$ cat src/rtl/lin_hdr_pkg.sv
package lin_hdr_pkg;

  // Command codes seen on the strobe port
  localparam logic [1:0] CMD_NORMAL = 2'd0;
  localparam logic [1:0] CMD_BREAK  = 2'd1;
  localparam logic [1:0] CMD_HEADER = 2'd2;

  typedef enum logic [1:0] {
    SEQ_NORMAL = 2'd0,
    SEQ_BREAK  = 2'd1,
    SEQ_HEADER = 2'd2
  } seq_mode_e;

  typedef enum logic [2:0] {
    PH_IDLE  = 3'd0,
    PH_BREAK = 3'd1,
    PH_DELIM = 3'd2,
    PH_SYNC  = 3'd3,
    PH_CHAR  = 3'd4
  } phase_e;

  // Map a command code to a sequence mode; reserved and non-host give normal
  function automatic seq_mode_e resolve_mode(input logic host, input logic [1:0] cmd);
    if (!host)              return SEQ_NORMAL;
    else if (cmd == CMD_BREAK)  return SEQ_BREAK;
    else if (cmd == CMD_HEADER) return SEQ_HEADER;
    else                        return SEQ_NORMAL;
  endfunction

endpackage

$ cat src/rtl/lin_cmd_arm.sv
module lin_cmd_arm
  import lin_hdr_pkg::*;
(
  input  logic      clk,
  input  logic      rst_n,
  input  logic      host_mode,
  input  logic      cmd_wr,
  input  logic [1:0] cmd_val,
  input  logic      consume,
  output seq_mode_e eff_mode
);

  logic [1:0] armed_q;
  logic [1:0] eff_cmd;

  // A command written in the same cycle as the data write wins
  assign eff_cmd  = cmd_wr ? cmd_val : armed_q;
  assign eff_mode = resolve_mode(host_mode, eff_cmd);

  always_ff @(posedge clk or negedge rst_n) begin
    if (!rst_n)       armed_q <= CMD_NORMAL;
    else if (consume) armed_q <= CMD_NORMAL;
    else if (cmd_wr)  armed_q <= cmd_val;
  end

endmodule

$ cat src/rtl/lin_pend_slot.sv
module lin_pend_slot
  import lin_hdr_pkg::*;
#(
  parameter int DATA_W = 8
) (
  input  logic              clk,
  input  logic              rst_n,
  input  logic              load,
  input  logic [DATA_W-1:0] load_byte,
  input  seq_mode_e         load_mode,
  input  logic              take,
  output logic              valid,
  output logic [DATA_W-1:0] held_byte,
  output seq_mode_e         held_mode
);

  always_ff @(posedge clk or negedge rst_n) begin
    if (!rst_n) begin
      valid     <= 1'b0;
      held_byte <= '0;
      held_mode <= SEQ_NORMAL;
    end else if (load) begin
      valid     <= 1'b1;
      held_byte <= load_byte;
      held_mode <= load_mode;
    end else if (take) begin
      valid     <= 1'b0;
    end
  end

endmodule

$ cat src/rtl/lin_bit_seq.sv
module lin_bit_seq
  import lin_hdr_pkg::*;
#(
  parameter int              DATA_W     = 8,
  parameter int              BREAK_BITS = 13,
  parameter int              DELIM_BITS = 1,
  parameter logic [DATA_W-1:0] SYNC_PAT = 'h55
) (
  input  logic              clk,
  input  logic              rst_n,
  input  logic              bit_tick,
  input  logic              launch,
  input  seq_mode_e         launch_mode,
  input  logic [DATA_W-1:0] launch_byte,
  output logic              txd,
  output logic              seq_busy,
  output logic              seq_done,
  output logic              in_break
);

  localparam int CHAR_BITS = DATA_W + 2;
  localparam int MAX_SEG   = (BREAK_BITS > CHAR_BITS) ?
                             ((BREAK_BITS > DELIM_BITS) ? BREAK_BITS : DELIM_BITS) :
                             ((CHAR_BITS > DELIM_BITS) ? CHAR_BITS : DELIM_BITS);
  localparam int CNT_W     = $clog2(MAX_SEG + 1);

  phase_e            phase_q;
  seq_mode_e         mode_q;
  logic [CNT_W-1:0]  cnt_q;
  logic [DATA_W-1:0] byte_q;
  logic              last_bit;
  phase_e            phase_after;

  // Number of bit-times in a segment
  function automatic int seg_len(input phase_e ph);
    case (ph)
      PH_BREAK: return BREAK_BITS;
      PH_DELIM: return DELIM_BITS;
      PH_SYNC,
      PH_CHAR:  return CHAR_BITS;
      default:  return 1;
    endcase
  endfunction

  // Level of bit number idx within an asynchronous character
  function automatic logic char_bit(input logic [DATA_W-1:0] b, input int idx);
    if (idx == 0)           return 1'b0;
    else if (idx <= DATA_W) return b[idx-1];
    else                    return 1'b1;
  endfunction

  assign last_bit = (phase_q != PH_IDLE) && (int'(cnt_q) == seg_len(phase_q) - 1);

  always_comb begin
    case (phase_q)
      PH_BREAK: phase_after = PH_DELIM;
      PH_DELIM: phase_after = (mode_q == SEQ_HEADER) ? PH_SYNC : PH_IDLE;
      PH_SYNC:  phase_after = PH_CHAR;
      default:  phase_after = PH_IDLE;
    endcase
  end

  assign seq_busy = (phase_q != PH_IDLE);
  assign seq_done = bit_tick && last_bit && (phase_after == PH_IDLE);
  assign in_break = (phase_q == PH_BREAK);

  always_comb begin
    case (phase_q)
      PH_BREAK: txd = 1'b0;
      PH_DELIM: txd = 1'b1;
      PH_SYNC:  txd = char_bit(SYNC_PAT, int'(cnt_q));
      PH_CHAR:  txd = char_bit(byte_q, int'(cnt_q));
      default:  txd = 1'b1;
    endcase
  end

  always_ff @(posedge clk or negedge rst_n) begin
    if (!rst_n) begin
      phase_q <= PH_IDLE;
      mode_q  <= SEQ_NORMAL;
      cnt_q   <= '0;
      byte_q  <= '0;
    end else if (launch) begin
      phase_q <= (launch_mode == SEQ_NORMAL) ? PH_CHAR : PH_BREAK;
      mode_q  <= launch_mode;
      cnt_q   <= '0;
      byte_q  <= launch_byte;
    end else if (bit_tick && seq_busy) begin
      if (last_bit) begin
        phase_q <= phase_after;
        cnt_q   <= '0;
      end else begin
        cnt_q   <= cnt_q + 1'b1;
      end
    end
  end

endmodule

$ cat src/rtl/lin_hdr_tx_seq.sv
module lin_hdr_tx_seq
  import lin_hdr_pkg::*;
#(
  parameter int DATA_W     = 8,
  parameter int BREAK_BITS = 13,
  parameter int DELIM_BITS = 1
) (
  input  logic              clk,
  input  logic              rst_n,
  input  logic              host_mode,
  input  logic              cmd_wr,
  input  logic [1:0]        cmd_wdata,
  output logic [1:0]        cmd_rdata,
  input  logic              data_wr,
  input  logic [DATA_W-1:0] data_wdata,
  input  logic              bit_tick,
  output logic              txd,
  output logic              busy
);

  seq_mode_e         wr_mode;
  seq_mode_e         pend_mode;
  seq_mode_e         launch_mode;
  logic [DATA_W-1:0] pend_byte;
  logic [DATA_W-1:0] launch_byte;
  logic              pend_valid;
  logic              seq_busy;
  logic              seq_done;
  logic              in_break;
  logic              seq_free;
  logic              launch_pend;
  logic              launch_direct;
  logic              launch;
  logic              pend_load;

  // Strobe field never holds a readable value
  assign cmd_rdata = 2'b00;

  lin_cmd_arm u_arm (
    .clk       (clk),
    .rst_n     (rst_n),
    .host_mode (host_mode),
    .cmd_wr    (cmd_wr),
    .cmd_val   (cmd_wdata),
    .consume   (data_wr),
    .eff_mode  (wr_mode)
  );

  assign seq_free      = !seq_busy || seq_done;
  assign launch_pend   = pend_valid && seq_free;
  assign launch_direct = data_wr && seq_free && !pend_valid;
  assign launch        = launch_pend || launch_direct;
  assign pend_load     = data_wr && !seq_free && !pend_valid;
  assign launch_mode   = launch_pend ? pend_mode : wr_mode;
  assign launch_byte   = launch_pend ? pend_byte : data_wdata;

  lin_pend_slot #(.DATA_W(DATA_W)) u_pend (
    .clk       (clk),
    .rst_n     (rst_n),
    .load      (pend_load),
    .load_byte (data_wdata),
    .load_mode (wr_mode),
    .take      (launch_pend),
    .valid     (pend_valid),
    .held_byte (pend_byte),
    .held_mode (pend_mode)
  );

  lin_bit_seq #(
    .DATA_W     (DATA_W),
    .BREAK_BITS (BREAK_BITS),
    .DELIM_BITS (DELIM_BITS)
  ) u_seq (
    .clk         (clk),
    .rst_n       (rst_n),
    .bit_tick    (bit_tick),
    .launch      (launch),
    .launch_mode (launch_mode),
    .launch_byte (launch_byte),
    .txd         (txd),
    .seq_busy    (seq_busy),
    .seq_done    (seq_done),
    .in_break    (in_break)
  );

  assign busy = seq_busy || pend_valid;

endmodule

$ cat config.mk
export PLATFORM = sky130hd
export DESIGN_NAME = lin_hdr_tx_seq
export DESIGN_NICKNAME = d
export VERILOG_FILES = /design/src/rtl/lin_hdr_pkg.sv /design/src/rtl/lin_cmd_arm.sv /design/src/rtl/lin_pend_slot.sv /design/src/rtl/lin_bit_seq.sv /design/src/rtl/lin_hdr_tx_seq.sv
export SDC_FILE = /design/constraint.sdc
export NUM_CORES = 1
export LEC_CHECK = 0
export ABC_CLOCK_PERIOD_IN_PS = 3300
export BUFFER_PORTS_ARGS = -buffer_cell sky130_fd_sc_hd__buf_2
export CORE_MARGIN = 2
export CORE_UTILIZATION = 58
export DETAILED_ROUTE_END_ITERATION = 16
export PLACE_DENSITY_LB_ADDON = 0.3
export RECOVER_POWER = 100
export REMOVE_ABC_BUFFERS = 1
export SYNTH_ARGS = -nofsm -noshare
export SYNTH_HDL_FRONTEND = slang
export SYNTH_SLANG_ARGS = --single-unit
$ cat constraint.sdc
create_clock -name clk -period 3.3 [get_ports clk]
set_clock_uncertainty 0.2 [all_clocks]
set_input_delay 0 -clock clk [delete_from_list [all_inputs] [get_ports clk]]
set_output_delay 0 -clock clk [all_outputs]
set_load 0.02 [all_outputs]
After elaboration in Yosys (flattened, before gate mapping)
Memory sizes are Yosys's and may differ from the RTL's.
Index checks and enable logic that the tools add are counted.
Widths: inputs -> output; s select.
{"block": "totals", "register_bits": 30, "word_cells": 75, "romBits": 8, "out_inout_bits": 4, "in_bits": 16, "memories": 1}
{"block": "op_classes", "n_eq_ne": 8, "add_sub_neg": 3, "mux": 29, "order_cmp": 2, "reduce_logical": 24}
{"name": "(name not given)", "depth": 8, "word_bits": 1, "read_ports": 1, "rd_ports_with_merged_regs": 0, "write_ports": 0, "line": "lin_bit_seq.sv:48", "source": "else if (idx <= DATA_W) return b[idx-1];"}
{"op": "$eq 5x32->1", "count": 1}
{"op": "$lt 32x5->1 const B", "count": 1}
{"op": "$mux 2", "count": 7}
{"op": "$mux 3", "count": 4}
{"op": "$mux 4", "count": 3}
{"op": "$mux 1", "count": 10}
{"op": "$sub 4x1->5 const B", "count": 2}
{"op": "$logic_and 1x1->1", "count": 9}
{"op": "$pmux 3 s3", "count": 1}
{"op": "$mux 8", "count": 1}
{"op": "$pmux 4 s2", "count": 1}
{"op": "$eq 3x2->1 const B", "count": 2}
{"op": "$reduce_bool 2->1", "count": 3}
{"op": "$add 4x1->4 const B", "count": 1}
{"op": "$eq 2x2->1 const B", "count": 2}
{"op": "$le 4x4->1 const B", "count": 1}
{"op": "$logic_not 4->1", "count": 1}
{"op": "$bmux 1 s3", "count": 1}
{"op": "$eq 3x1->1 const B", "count": 1}
{"op": "$eq 3x3->1 const B", "count": 1}
{"op": "$logic_not 1->1", "count": 3}
{"op": "$logic_not 3->1", "count": 1}
{"op": "$logic_or 1x1->1", "count": 3}
{"op": "$pmux 1 s3", "count": 1}
{"op": "5 further kinds", "count": 5}

Logic depth before layout (Yosys ltp)
Gate-level depths: netlist of run 1.
{"block": "depth", "ltp_word": 14, "mapped_depth": 7, "mapped_depth_nobuf": 6}

Cells and area by module
Synthesis of run 1 repeated with hierarchy kept, for this count alone.
{"block": "hier_totals", "hier_cells": 159, "area_unflattened_um2": 1848.0}
{"mod": "lin_bit_seq", "area_per_inst_um2": 1049.8, "cells_per_inst": 102, "n_inst": 1}
{"mod": "lin_pend_slot", "area_per_inst_um2": 445.4, "cells_per_inst": 24, "n_inst": 1}
{"mod": "lin_hdr_tx_seq", "area_per_inst_um2": 226.5, "cells_per_inst": 20, "n_inst": 1}
{"mod": "lin_cmd_arm", "area_per_inst_um2": 126.4, "cells_per_inst": 13, "n_inst": 1}

Worst setup path before layout of run 1
No wires, ideal clock.
{"block": "synth_path", "kind": "register -> register", "from": "register u_seq.cnt_q[0]", "to": "register u_seq.byte_q[0]", "required_time_ps": 2975, "arrival_ps": 2027, "path_stages_with_launch": 8, "synth_period_minus_slack_ps": 2352, "setup_slack_ps": 948, "path_cell_list": "dfrtp_1 buf_6 or3_1 a211oi_2 o211ai_2 a21oi_4 buf_12 mux2_4"}
{"block": "synth_between", "elab_chain_cells": 8, "elab_cells_between_ends": 10, "classes_between": "eq/ne (1); mux (1); reduce/logical (8)"}
{"element": "start, declared", "line": "lin_bit_seq.sv:29", "source": "logic [CNT_W-1:0] cnt_q;"}
{"element": "start signal, assigned", "line": "lin_bit_seq.sv:93", "source": "cnt_q <= cnt_q + 1'b1;"}
{"element": "$eq 5x32->1 *", "line": "lin_bit_seq.sv:52", "source": "assign last_bit = (phase_q != PH_IDLE) && (int'(cnt_q) == seg_len(phase_q) - 1);"}
{"element": "$logic_and 1x1->1 *", "line": "lin_bit_seq.sv:52"}
{"element": "$logic_and 1x1->1 * (2 in a row)", "line": "lin_bit_seq.sv:64", "source": "assign seq_done = bit_tick && last_bit && (phase_after == PH_IDLE);"}
{"element": "$logic_or 1x1->1 *", "line": "lin_hdr_tx_seq.sv:49", "source": "assign seq_free = !seq_busy || seq_done;"}
{"element": "$logic_and 1x1->1 (2 in a row)", "line": "lin_hdr_tx_seq.sv:51", "source": "assign launch_direct = data_wr && seq_free && !pend_valid;"}
{"element": "$logic_or 1x1->1", "line": "lin_hdr_tx_seq.sv:52", "source": "assign launch = launch_pend || launch_direct;"}
{"element": "end signal, assigned", "line": "lin_bit_seq.sv:87", "source": "byte_q <= launch_byte;"}
{"element": "end, declared", "line": "lin_bit_seq.sv:30", "source": "logic [DATA_W-1:0] byte_q;"}
Mark *: on every way between the ends. The rest lies on a longest branch, timed or not.
A chain may end at the register's enable or synchronous reset.

Worst setup path after layout of run 1
{"block": "layout_path", "from": "register u_seq.cnt_q[0]", "to": "output txd"}
{"block": "layout_between", "elab_chain_cells": 7, "elab_cells_between_ends": 14, "classes_between": "add/sub (1); order compare (1); mux (10); reduce/logical (1); memory (1)"}
{"element": "$sub 4x1->5", "line": "lin_bit_seq.sv:48"}
{"element": "$mem_v2 8x1 or $bmux 1 s3 (tied branches)"}
{"element": "$mux 1 (implied by the code) (2 in a row)", "line": "lin_bit_seq.sv:48"}
{"element": "$mux 1", "line": "lin_bit_seq.sv:48"}
{"element": "$mux 1", "line": "lin_bit_seq.sv:47", "source": "if (idx == 0) return 1'b0;"}
{"element": "$pmux 1 s3 *", "line": "lin_bit_seq.sv:68", "source": "case (phase_q)"}
{"element": "end, declared", "line": "lin_hdr_tx_seq.sv:17", "source": "output logic txd,"}
Mark *: on every way between the ends. The rest lies on a longest branch, timed or not. The select of a mux whose other input is x is not followed.

==> results.py, run 1 <==
metrics = {
    "placement": {
        "dp_worst_setup_slack_ns": 0.6867,
        "gp_congestion": 0.8363,
        "dp_cells": 209,
        "hpwl_mm": 2.427,
        "portBuffers": 17,
    },
    "critical_path": {
        "critPathLaunchType": "flop",
        "max_stage_delay_ns": 0.65,
        "end_kind": "primary output",
        "crit_start": "u_seq.cnt_q[0]",
        "path_class": "reg2out",
        "worst_r2r_path_depth": 5,
        "crit_arrival_ns": 2.77,
        "crit_path_top_delay_cell": "or4b_2",
        "setup.worst_path.end": "txd",
        "required_ns": 3.10,
        "r2r-start": "u_seq.cnt_q[0]",
        "r2r_end": "u_seq.byte_q[4]",
        "r2r_slack_ns": 0.37,
        "cp_max_fo": 12,
        "worstPathCellList": "inv_1, ha_1, mux4_2, or4b_2, a21oi_1, a211oi_1, clkbuf_1",
    },
    "sta": {
        "fmaxAchievable_mhz": 336.5,
        "slew_violations": 31,
        "final.setup.tns_ns": 0,
        "finalCritPeriodShare_pct": 90.07,
        "worst_slew_pin_slew_ns": 1.588,
        "relSlewSlack_pct": -5.843,
        "setup_violations": 0,
        "worst_slack_ns": 0.3278,
        "period_needed_ns": 2.972,
        "rsz0062_at_grt": "no",
        "hold_viol": 0,
    },
    "synth": {
        "yosysSeqAreaShare_pct": 41.12,
        "yosysUniqueCellTypes": 50,
        "avgSynthCellArea_um2": 11.48,
        "postSynth.asyncResetShare_pct": 100.0,
        "synth_seq_cells": 30,
        "yosysWarnings": 0,
        "syn-instance-count": 159,
        "synth_edf_count": 0,
        "synthFlopType": "dfrtp_1",
        "netlist_area_mm2": 0.001826,
    },
    "drt": {
        "wirelength_mm": 3.546,
        "ant_nets": 0,
        "drt_iter0_markers": 96,
        "drc": 0,
        "via_per_inst": 5.730,
        "routedWlPerCell_um": 15.42,
        "vias": 1318,
        "dr.pass1.iters": 4,
    },
    "power_and_ir_drop": {
        "p_per_area_mw_per_mm2": 854.3,
        "total_power_mw": 1.732,
        "vdd_drop_max_mv": 0.5190,
        "p_leak_nw": 0.8804,
    },
    "finish": {
        "n_antenna_cell": 0,
        "final_cells": 230,
        "nFillCells": 246,
        "syn2layout_area_growth_pct": 11.03,
        "fin_util_pct": 66.94,
        "num-nets-final": 204,
        "drive_above_1_share_pct": 29.57,
    },
    "clocking": {
        "h-tree-depth": 2,
        "clock_latency_ns": 0.32,
        "post_cts_resized": 0,
        "clk_pin_slew_ns": 0.09,
        "clockRootBuffer": "clkbuf_4",
        "cts_setup_buffers": 0,
        "cts_hold_buf": 14,
        "cts_inserted_buffers": 5,
        "clock_path_buffers": 2,
        "cts_sinks": 30,
        "cts_tree": "yes",
    },
    "global_routing": {
        "grt_max_degree": 31,
        "grt_usage_pct": 23.20,
        "antenna_found_initial": 0,
        "grt_overflow": 0,
        "grt_pass1_vias": 1345,
        "grt_pass1_wl_mm": 6.072,
    },
    "floorplan": {
        "io_pins": 20,
        "rows": 20,
        "core_mm2": 0.003028,
        "fp.dieArea_mm2": 0.003612,
        "die_height_um": 60.10,
        "start_util_pct": 60.29,
        "die_x_um": 60.10,
    },
    "worst_hold_path": {
        "hp-start": "host_mode",
        "hold_class": "in2reg",
    },
    "flow_run": {
        "maxCapViolations": 1,
    },
    "run_status": {
        "outcome": "finished, violations left",
        "violations": "capacitance limit, slew limit",
    },
}
==> worst min path at each step <==
stage	cells after the start	to	slack [ns]
3_5_place_dp	1	u_arm.armed_q[1]	-0.13
4_1_cts	3	u_pend.held_mode[0]	0.03
5_1_grt	3	u_pend.held_mode[1]	0.04
2_1_floorplan	0	u_arm.armed_q[0]	-0.50
3_3_place_gp	1	u_seq.phase_q[2]	-0.15
6_report	3	u_pend.held_mode[0]	0.04
==> critical path: cells and delay by family, from the launching register on <==
| family | cells | cell delay (ns) |
|---|---|---|
| buffers and inverters | 2 | 0.30 |
| AO/OA/AOI/OAI | 2 | 0.23 |
| AND/OR/NAND/NOR | 1 | 0.65 |
| flip-flops | 1 | 0.58 |
| multiplexers | 1 | 0.34 |
| adder cells (fa/ha/maj) | 1 | 0.35 |
==> area by class of cell <==
class	instances	area (um2)	area share, %
repair buffers	31	221.5	10.93
multi-input cells	114	939.7	46.36
well taps	44	55.05	2.716
inverters	4	15.01	0.7407
clock buffers	7	45.04	2.222
flip-flops and latches	30	750.7	37.04
==> metrics by stage <==
step / area (um2) / hold slack (ns)
4_1_cts: 2066 / 0.03279
2_1_floorplan: 1740 / -0.4956
5_1_grt: 2027 / 0.03998
3_5_place_dp: 1881 / -0.1345
6_report: 2027 / 0.04413
3_3_place_gp: 1881 / -0.1475
==> flip-flops by register name, indices dropped and copies added (netlist names) <==
| signal | cells |
|---|---|
| u_pend.held_byte | 8 |
| u_seq.byte_q | 8 |
| u_seq.cnt_q | 4 |
| u_seq.phase_q | 3 |
| u_arm.armed_q | 2 |
| u_pend.held_mode | 2 |
| u_seq.mode_q | 2 |
| u_pend.valid | 1 |
==> power by group <==
group          total [mW]  internal, mW  leakage (nW)  switching (mW)
Combinational       0.829         0.448         0.486           0.381
Clock               0.197        0.0801        0.0254           0.116
Sequential          0.706         0.534         0.369           0.173
==> cell usage in the layout, fill, tap and decap left out, types with 4 or more instances in the layout <==
cell type       n
nor2_1          6
mux2_1          6
mux2_2         25
nand2b_1        5
clkbuf_1        5
a21oi_1         7
dlygate4sd3_1  14
inv_1           4
nor3_1          4
clkbuf_4        5
dfrtp_1        30
buf_2          14
nand2_1         8
==> cells by family (layout without fill, tap and decap cells) <==
kind of cell	after synthesis	after routing	synth area share, %
AO/OA/AOI/OAI	31	31	12.82
multiplexers	35	35	23.92
buffers and inverters	16	42	5.688
adder cells (fa/ha/maj)	2	2	1.371
other	1	2	0.2054
flip-flops	30	30	41.12
AND/OR/NAND/NOR	44	44	14.87
==> synth_stat cells, drive strengths merged (4+ instances only) <==
master / count / area (um2)
mux2: 31 / 371.6
nor3: 5 / 30.03
nor2: 6 / 22.52
dfrtp: 30 / 750.7
buf: 9 / 75.07
a21oi: 9 / 60.06
nand2: 8 / 30.03
inv: 4 / 15.01
nand2b: 5 / 31.28
==> per-layer routing <==
| metal | part of all wire, % | GRT usage [%] | vias up |
|---|---|---|---|
| met1 | 45 | 27.68 | 660 |
| met2 | 51 | 39.29 | 19 |
| met5 | 0 | 0 | - |
| met3 | 2.7 | 6.710 | 4 |
| li1 | - | - | 635 |
| met4 | 1.3 | 8.889 | 0 |
No activity file was read; power rests on OpenSTA's default activity.
==> run 2, diff against run 1 <==
==> constraint.sdc (replaced) <==
create_clock -name clk -period 3.3 [get_ports clk]
set_clock_uncertainty 0.2 [all_clocks]
set_input_delay 0 -clock clk [delete_from_list [all_inputs] [get_ports clk]]
set_output_delay 0 -clock clk [all_outputs]
set_load 0.01 [all_outputs]
==> results.py, run 2 (synthesis gave the netlist of run 1 again) <==
metrics = {
    "placement": {
        "hpwl_mm": 2.428,
        "dp_worst_setup_slack_ns": 0.6505,
        "dp_cells": 209,
        "gp_congestion": 0.8313,
        "portBuffers": 17,
    },
    "finish": {
        "final_cells": 231,
        "syn2layout_area_growth_pct": 11.86,
        "layout_common_cells": "dfrtp_1, mux2_2, dlygate4sd3_1, buf_2, nand2_1",
        "multiInputGateArea_um2": 939.7,
        "final_common_cell": "dfrtp_1",
        "n_antenna_cell": 0,
        "fin_util_pct": 67.44,
        "drive_above_1_share_pct": 30.48,
        "nFillCells": 243,
        "num-nets-final": 204,
        "seq_area_um2": 750.7,
        "reg_top3": "u_pend.held_byte (8), u_seq.byte_q (8), u_seq.cnt_q (4)",
    },
    "run_status": {
        "outcome": "finished, violations left",
        "violations": "capacitance limit, slew limit",
    },
    "power_and_ir_drop": {
        "seqPwrFrac_pct": 40.2,
        "total_power_mw": 1.763,
        "power_frac_clock_pct": 13.4,
        "vdd_drop_max_mv": 0.4208,
        "swShare_pct": 38.54,
        "p_leak_nw": 0.8903,
        "switchingPower_uw": 679.4,
        "p_int_mw": 1.084,
        "p_per_area_mw_per_mm2": 863.4,
        "share_comb_of_total_power_pct": 46.4,
    },
    "global_routing": {
        "grt_overflow": 0,
        "antenna_found_initial": 0,
        "grt_max_degree": 31,
        "grt_pass1_wl_mm": 6.244,
        "grt_pass1_vias": 1432,
        "grt_usage_pct": 23.85,
    },
    "worst_hold_path": {
        "hold_class": "in2reg",
    },
    "drt": {
        "dr.pass1.iters": 4,
        "ant_nets": 0,
        "drc": 0,
        "drt_iter0_markers": 73,
        "wirelength_mm": 3.604,
        "via_per_inst": 5.766,
        "routedWlPerCell_um": 15.60,
        "vias": 1332,
    },
    "critical_path": {
        "cp_max_fo": 12,
        "path_class": "reg2out",
        "end_kind": "primary output",
        "crit_arrival_ns": 2.77,
        "r2r_slack_ns": 0.35,
        "required_ns": 3.10,
        "critPathLaunchType": "flop",
    },
    "sta": {
        "rsz0062_at_grt": "no",
        "setup_violations": 0,
        "hold_viol": 0,
        "finalCritPeriodShare_pct": 89.96,
        "fmaxAchievable_mhz": 336.8,
        "period_needed_ns": 2.969,
        "final.setup.tns_ns": 0,
        "slew_violations": 31,
        "worst_slack_ns": 0.3313,
        "worst_slew_pin_slew_ns": 1.621,
        "relSlewSlack_pct": -8.034,
    },
    "floorplan": {
        "start_util_pct": 60.29,
        "fp.dieArea_mm2": 0.003612,
        "io_pins": 20,
        "rows": 20,
        "die_height_um": 60.10,
        "die_x_um": 60.10,
        "core_mm2": 0.003028,
    },
    "clocking": {
        "h-tree-depth": 2,
        "clock_latency_ns": 0.34,
        "clock_path_buffers": 2,
        "cts_inserted_buffers": 5,
        "clk_pin_slew_ns": 0.10,
        "cts_sinks": 30,
        "cts_tree": "yes",
        "clockRootBuffer": "clkbuf_4",
    },
    "flow_run": {
        "maxCapViolations": 1,
    },
}
[run 2: changes by cell type in the layout (fill, tap and decap cells not counted), sizes merged]
cell and change:
clkinv +1
[run 2: path summary, 6_finish.rpt]
path	cells past startpoint	from	endpoint
max in group asynchronous	2	rst_n	u_seq.mode_q[1]
worst min register to register	1	u_seq.mode_q[0]	u_seq.mode_q[0]
worst max-delay path	7	u_seq.cnt_q[0]	txd
min in group asynchronous	2	rst_n	u_seq.phase_q[0]
worst max register to register	5	u_seq.cnt_q[0]	u_seq.byte_q[2]
worst min-delay path	3	host_mode	u_pend.held_mode[0]
[run 2: per-layer routing]
layer	vias up	GRT usage, %	wire [um]
met1	663	26.93	1544
met5	-	0	0
met4	0	10.79	55
li1	632	-	-
met3	6	6.710	137
met2	31	41.46	1867
[run 2: through the flow]
| step | instance area, um2 | hold slack [ns] |
|---|---|---|
| 6_report | 2042 | 0.01953 |
| 5_1_grt | 2042 | 0.01983 |
| 4_1_cts | 2081 | 0.008379 |
| 3_5_place_dp | 1881 | -0.1284 |
| 3_3_place_gp | 1881 | -0.1471 |
| 2_1_floorplan | 1740 | -0.4956 |
[run 2: area by class of cell]
type | count | area share [%]
clock buffer | 7 | 2.696
clock inverter | 1 | 0.2451
inverter | 4 | 0.7353
multi-input combinational | 114 | 46.02
sequential | 30 | 36.76
tap | 44 | 2.696
timing repair buffer | 31 | 10.85
[run 2: power groups by stage]
stage,sequential [mW],clock [mW],combinational (mW)
final,0.709,0.237,0.817
after detailed placement,0.716,0,0.863
after global placement,0.700,0,0.824
after floorplan,0.658,0,0.714
after CTS,0.708,0.243,0.881
after global routing,0.740,0.257,0.893
[run 2: what timing repair did]
action | 4_1_cts | 5_1_grt
gates resized for setup | 0 | 0
hold endpoints to repair | 53 | 0
setup buffers | 0 | 0
hold buffers | 14 | 0
[run 2: worst max-delay path, cell delays in order (launching register included)]
cell      delay, ns
dfrtp_1        0.60
inv_1          0.11
ha_1           0.36
mux4_2         0.34
or4b_2         0.64
a21oi_1        0.17
a211oi_1       0.07
clkbuf_1       0.13
==> run 3, diff against run 2 <==
--- a/config.mk
+++ b/config.mk
@@ -6,11 +6,11 @@
 export NUM_CORES = 1
 export LEC_CHECK = 0
 export ABC_CLOCK_PERIOD_IN_PS = 3300
-export BUFFER_PORTS_ARGS = -buffer_cell sky130_fd_sc_hd__buf_2
+export BUFFER_PORTS_ARGS = -buffer_cell sky130_fd_sc_hd__clkbuf_2
 export CORE_MARGIN = 2
 export CORE_UTILIZATION = 58
 export DETAILED_ROUTE_END_ITERATION = 16
-export PLACE_DENSITY_LB_ADDON = 0.3
+export PLACE_DENSITY = 0.78
 export RECOVER_POWER = 100
 export REMOVE_ABC_BUFFERS = 1
 export SYNTH_ARGS = -nofsm -noshare
==> results.py, run 3 (synthesis gave the netlist of run 1 again) <==
metrics = {
    "floorplan": {
        "die_height_um": 60.10,
        "start_util_pct": 60.29,
        "die_x_um": 60.10,
        "core_mm2": 0.003028,
        "rows": 20,
        "fp.dieArea_mm2": 0.003612,
        "io_pins": 20,
    },
    "clocking": {
        "cts_sinks": 30,
        "clock_path_buffers": 2,
        "cts_setup_buffers": 0,
        "cts_tree": "yes",
        "cts_inserted_buffers": 5,
        "clk_pin_slew_ns": 0.10,
        "clock_latency_ns": 0.33,
        "h-tree-depth": 2,
        "clockRootBuffer": "clkbuf_4",
    },
    "finish": {
        "final_common_cell": "dfrtp_1",
        "reg_top3": "u_pend.held_byte (8), u_seq.byte_q (8), u_seq.cnt_q (4)",
        "fin_util_pct": 68.35,
        "syn2layout_area_growth_pct": 13.37,
        "num-nets-final": 205,
        "n_antenna_cell": 0,
        "layout_common_cells": "dfrtp_1, mux2_2, dlygate4sd3_1",
        "fin_area_mm2": 0.002069,
        "drive_above_1_share_pct": 29.26,
    },
    "sta": {
        "final.setup.tns_ns": 0,
        "setup_violations": 0,
        "fmaxAchievable_mhz": 338.0,
        "slew_violations": 31,
        "finalCritPeriodShare_pct": 89.66,
        "hold_viol": 0,
        "rsz0062_at_grt": "no",
        "worst_slew_pin_slew_ns": 1.614,
        "relSlewSlack_pct": -7.586,
        "period_needed_ns": 2.959,
    },
    "placement": {
        "hpwl_mm": 2.455,
        "gp_congestion": 0.8717,
        "portBuffers": 17,
        "dpl-instance-area_mm2": 0.001881,
    },
    "drt": {
        "ant_nets": 0,
        "via_per_inst": 5.849,
        "vias": 1357,
        "drc": 0,
        "routedWlPerCell_um": 15.53,
        "dr.pass1.iters": 5,
        "wirelength_mm": 3.602,
        "drt_iter0_markers": 123,
    },
    "critical_path": {
        "cp_max_fo": 12,
        "required_ns": 3.10,
        "max_stage_delay_ns": 0.64,
        "crit_family": "simple AND/OR/NAND/NOR gates",
        "worstPathCellList": "inv_1, ha_1, mux4_2, or4b_2, a21oi_1, a211oi_1, clkbuf_1",
        "path_class": "reg2out",
        "critPathLaunchType": "flop",
        "end_kind": "primary output",
        "crit_path_top_delay_cell": "or4b_2",
        "crit_arrival_ns": 2.76,
        "crit_buf_inv": 2,
    },
    "run_status": {
        "outcome": "finished, violations left",
        "violations": "capacitance limit, slew limit",
    },
    "power_and_ir_drop": {
        "share_comb_of_total_power_pct": 45.1,
        "total_power_mw": 1.823,
        "switchingPower_uw": 679.4,
        "vdd_drop_max_mv": 0.5073,
        "p_leak_nw": 0.9009,
        "swShare_pct": 37.26,
        "p_per_area_mw_per_mm2": 881.1,
        "power_frac_clock_pct": 15.9,
        "seqPwrFrac_pct": 39.0,
        "p_int_mw": 1.144,
    },
    "global_routing": {
        "grt_pass1_wl_mm": 6.368,
        "grt_overflow": 0,
        "grt_usage_pct": 24.57,
        "grt_pass1_vias": 1381,
        "antenna_found_initial": 0,
        "grt_max_degree": 31,
    },
    "flow_run": {
        "maxCapViolations": 1,
    },
    "worst_hold_path": {
        "hold_class": "in2reg",
    },
}
## run 3: path summary, 6_finish.rpt
check | start | endpoint | slack, ns | cells past startpoint
setup reg to reg | u_seq.cnt_q[0] | u_seq.byte_q[2] | 0.47 | 5
hold / removal | cmd_wdata[0] | u_pend.held_mode[1] | 0.1 | 4
max in group asynchronous | rst_n | u_pend.held_byte[4] | 1.57 | 2
min in group asynchronous | rst_n | u_seq.phase_q[2] | 0.40 | 2
hold reg to reg | u_seq.mode_q[0] | u_seq.mode_q[0] | 0.29 | 1
setup / recovery | u_seq.cnt_q[0] | txd | 0.34 | 7
## run 3: per-layer routing
layer	part of all wire, %	GRT usage, %	vias up
met1	43	30.39	664
met3	4.7	7.359	10
met4	2.0	10.16	0
li1	-	-	643
met2	50	39.91	40
met5	0	0	-
## run 3: metrics by stage
stage	std cells	setup slack (ns)	hold slack [ns]
after global routing	232	0.1999	0.1228
after global placement	209	0.7595	-0.1237
after detailed placement	209	0.6409	-0.1032
after CTS	232	0.3289	0.07350
final	232	0.3414	0.09608
after floorplan	148	0.8901	-0.4956
## run 3: final cells by class
type / instances / area, um2
inverter: 4 / 15.01
tap: 44 / 55.05
timing repair buffer: 32 / 231.5
fill: 232 / 958.4
sequential: 30 / 750.7
clock inverter: 1 / 30.03
multi-input combinational: 114 / 942.2
clock buffer: 7 / 45.04
## run 3: power by group through the flow
stage | Combinational, mW | Clock, mW | Sequential (mW)
2_1_floorplan | 0.714 | 0 | 0.658
3_3_place_gp | 0.824 | 0 | 0.700
3_5_place_dp | 0.866 | 0 | 0.719
4_1_cts | 0.886 | 0.295 | 0.711
5_1_grt | 0.899 | 0.310 | 0.741
6_report | 0.823 | 0.289 | 0.711
## run 3: timing repair
item                      4_1_cts  5_1_grt
hold endpoints to repair       54        0
hold buffers                   15        0
resized for setup               0        0
## run 3: worst register-to-register path, stage by stage (launching register included)
cell      delay, ns
dfrtp_1        0.54
or3_1          0.41
a211oi_1       0.50
o211ai_1       0.24
a21oi_4        0.44
mux2_2         0.39
